<file path="src/rtl/dual_obj_met_cond.sv">
module dual_obj_met_cond #(
  parameter int NCAND = 4,
  parameter int ETW   = 6,
  parameter int ETAW  = 4,
  parameter int PHIW  = 5,
  parameter int METW  = 10,
  localparam int CW   = ETW + ETAW + PHIW + 1
) (
  input  logic                  clk,
  input  logic                  rst_n,
  input  logic [NCAND*CW-1:0]   cand_i,
  input  logic [METW-1:0]       met_i,
  input  logic [ETW-1:0]        thr1,
  input  logic [ETAW-1:0]       eta_lo1,
  input  logic [ETAW-1:0]       eta_hi1,
  input  logic [ETW-1:0]        thr2,
  input  logic [ETAW-1:0]       eta_lo2,
  input  logic [ETAW-1:0]       eta_hi2,
  input  logic                  iso_req,
  input  logic [METW-1:0]       met_thr,
  output logic                  cond_o,
  output logic                  algo_o
);

  logic [NCAND-1:0] sel1, sel2, live, isof;
  logic             pair_hit, met_ok;

  for (genvar g = 0; g < NCAND; g++) begin : g_cand
    logic [ETW-1:0]  et;
    logic [ETAW-1:0] eta;
    assign et      = cand_i[g*CW +: ETW];
    assign eta     = cand_i[g*CW + ETW +: ETAW];
    assign isof[g] = cand_i[g*CW + CW - 1];
    assign live[g] = |et;
    assign sel1[g] = live[g] && (isof[g] || !iso_req) && (et >= thr1)
                     && (eta >= eta_lo1) && (eta <= eta_hi1);
    assign sel2[g] = live[g] && (isof[g] || !iso_req) && (et >= thr2)
                     && (eta >= eta_lo2) && (eta <= eta_hi2);
  end

  always_comb begin
    pair_hit = 1'b0;
    for (int i = 0; i < NCAND; i++)
      for (int j = 0; j < NCAND; j++)
        if (i != j) pair_hit = pair_hit | (sel1[i] & sel2[j]);
  end

  assign met_ok = (met_i >= met_thr);

  always_ff @(posedge clk or negedge rst_n) begin
    if (!rst_n) begin
      cond_o <= 1'b0;
      algo_o <= 1'b0;
    end else begin
      cond_o <= pair_hit;
      algo_o <= pair_hit & met_ok;
    end
  end

  p_algo_needs_cond_r6: assert property (@(posedge clk) disable iff (!rst_n)
    algo_o |-> cond_o);

  p_met_below_r6: assert property (@(posedge clk) disable iff (!rst_n)
    (met_i < met_thr) |=> !algo_o);

  p_distinct_r3: assert property (@(posedge clk) disable iff (!rst_n)
    ($countones(live) <= 1) |=> !cond_o);

  p_iso_gate_r4: assert property (@(posedge clk) disable iff (!rst_n)
    (iso_req && (isof == '0)) |=> !cond_o);

  p_empty_r5: assert property (@(posedge clk) disable iff (!rst_n)
    (live == '0) |=> (!cond_o && !algo_o));

endmodule

</file>
<file path="config.mk">
export PLATFORM = sky130hd
export DESIGN_NAME = dual_obj_met_cond
export DESIGN_NICKNAME = d
export VERILOG_FILES = /design/src/rtl/dual_obj_met_cond.sv
export SDC_FILE = /design/constraint.sdc
export NUM_CORES = 1
export LEC_CHECK = 0
export BUFFER_PORTS_ARGS = -buffer_cell sky130_fd_sc_hd__buf_2
export CAP_MARGIN = 20
export CORE_AREA = 3 3 68 117
export DETAILED_ROUTE_END_ITERATION = 10
export DIE_AREA = 0 0 71 120
export PLACE_DENSITY_LB_ADDON = 0.25
export SYNTH_ARGS = -nofsm -noshare
export SYNTH_HDL_FRONTEND = slang
export SYNTH_SLANG_ARGS = --single-unit
</file>
<file path="constraint.sdc">
create_clock -name clk -period 1.1 [get_ports clk]
set_input_delay 0.22 -clock clk [delete_from_list [all_inputs] [get_ports clk]]
set_output_delay 0.22 -clock clk [all_outputs]
set_load 0.1 [all_outputs]
</file>
==> results.toml <==
[placement]
gp_congestion = 0.905
placedInstanceArea_um2 = 3900
io_buffer_count = 96
dp.cells = 581
post-place-ws_ps = -1080
place_hpwl_um = 7770

[pwr]
peakVddDrop_v = 0.000455
powerDensity_nw_per_um2 = 526
finalPower_mw = 2.26
p_leak_nw = 2.27

[setup_path]
critPathMaxFanout = 3
critPathArrivalTime_ps = 1920
endpoint_kind = "flip-flop"
startpoint_type = "input port"
crit_type = "in -> reg"
required_ps = 1230

[synth]
syn-num-nets = 587
avgSynthCellArea_um2 = 8.01
synth_edf_count = 0
yosys_warnings = 0
syn-cell-area_um2 = 2810
async_reset_ff_frac = 1.00
synth_cell_types = 39
seq_area_frac_synth = 0.0178
synth-seq-cells = 2
syn_inst = 350
synthFlopType = "dfrtp_1"

[clock_network]
numCtsBuffers = 3
htreeDepth = 1
cts_tree = "yes"
cts.clk_slew.worst_paths_ps = 30
root_buffer = "clkbuf_16"
cts_sinks = 2
clockBufferDepth = 2

[status]
violations = "negative setup slack"
status = "complete, but fails checks"

[sta]
worst_slack_ps = -688
setup_viol = 2
holdWs_ps = 322
fmax_mhz = 559
fin_crit_ps = 1790
hold_viol = 0
slew_viol_final = 0
rsz0062_at_grt = "true"
fin_crit_sh = 1.63
slew_headroom = 0.791
worst_slew_pin_slew_ps = 312
fin_tns_setup_ps = -1330

[hold_path]
hp-class = "in -> async"

[floorplanning]
dieHeight_um = 120
rows = 41
io_pins = 117
core-area_um2 = 7180
start_util = 0.391
die_w_um = 71
die_area_um2 = 8520

[drt]
wirelength_um = 8900
via_per_inst = 5.36
drt_iter0_markers = 39
avgRoutedWirePerCell_um = 15.1
num_vias = 3158
drt_pass1_iterations = 6
drt.antenna.violating_nets = 0
drcViolationCount = 0

[layout]
most-common-layout-cells = "ha_1, buf_2, buf_4"
area_growth_pct = 53.2
fin_nets = 741
drive_above_1_share = 0.437
instances_no_fill = 589
fin_util = 0.598
finalInstanceArea_um2 = 4300
final_common_cell = "ha_1"
diodes = 0

[global_routing]
grt_pass1_wl_um = 14800
antenna_found_initial = 0
grt.total_usage = 0.214
overflow = 0
grt_max_degree = 5
grt_pass1_vias = 3366

[job]
drv_cap = 0
## cells in the mapped netlist (3+ instances only)
cell	n	area, µm²
a211o_1	3	26.3
a21o_1	7	52.6
a21oi_1	41	205
ha_1	122	1530
inv_1	54	203
nand2_1	18	67.6
nand2b_1	10	62.6
nand3_1	4	20.0
nor2_1	12	45.0
nor2b_1	4	25.0
o21a_1	6	45.0
o21ai_0	18	90.1
o21ai_1	12	60.1
o32a_1	3	30.0
or4_1	5	37.5
## where the power goes
group / internal, mW / leakage (nW) / switching [mW]
sequential: 0.0792 / 0.0261 / 0.00387
clock: 0.478 / 0.0382 / 0.0924
combinational: 0.808 / 2.21 / 0.799
## repair_timing
action,in CTS,in global routing
gates resized for setup,61,10
endpoints found under the setup margin,2,2
hold buffers,1,0
setup buffers,3,0
pin swaps,33,10
endpoints found under the hold margin,2,0
## sequential cells by signal, indices dropped and copies added, names as in the netlist
register,count
cond_o,1
algo_o,1
## per-layer routing
| layer | up-vias | global-route usage | share of wire |
|---|---|---|---|
| li1 | 1606 | - | - |
| met1 | 1420 | 0.204 | 0.35 |
| met2 | 98 | 0.431 | 0.56 |
| met3 | 34 | 0.0193 | 0.040 |
| met4 | 0 | 0.108 | 0.052 |
| met5 | - | 0 | 0 |
## layout make-up
class	count	area, µm²
well taps	86	108
multi-input cells	294	2840
inverters	54	233
flip-flops and latches	2	51.3
fillers	662	2880
repair buffers	149	985
clock buffers	4	78.8
## worst max-delay path: stages
cell and delay [ps]:
buf_2 100, inv_4 40, ha_1 250, nand2b_1 110
a21o_1 120, a21o_1 130, a21oi_1 60, or4_4 430
a22oi_2 180, nor3_4 70, a211oi_2 210
## final timing paths
kind	from	end	slack [ps]
max	cand_i[6]	algo_o$_DFF_PN0_	-690
min	rst_n	cond_o$_DFF_PN0_	320
max in group asynchronous	rst_n	cond_o$_DFF_PN0_	670
min in group clk	met_i[9]	algo_o$_DFF_PN0_	430
## cell families (layout without fill, tap and decap cells)
family	Yosys count	in the layout	synth area share
adders and majority gates	122	122	0.544
AOI/OAI and AO/OA	108	108	0.244
and+or+nand+nor	64	64	0.122
buffers and inverters	54	207	0.0723
DFF	2	2	0.0178
No activity file was read; power rests on OpenSTA's default activity.
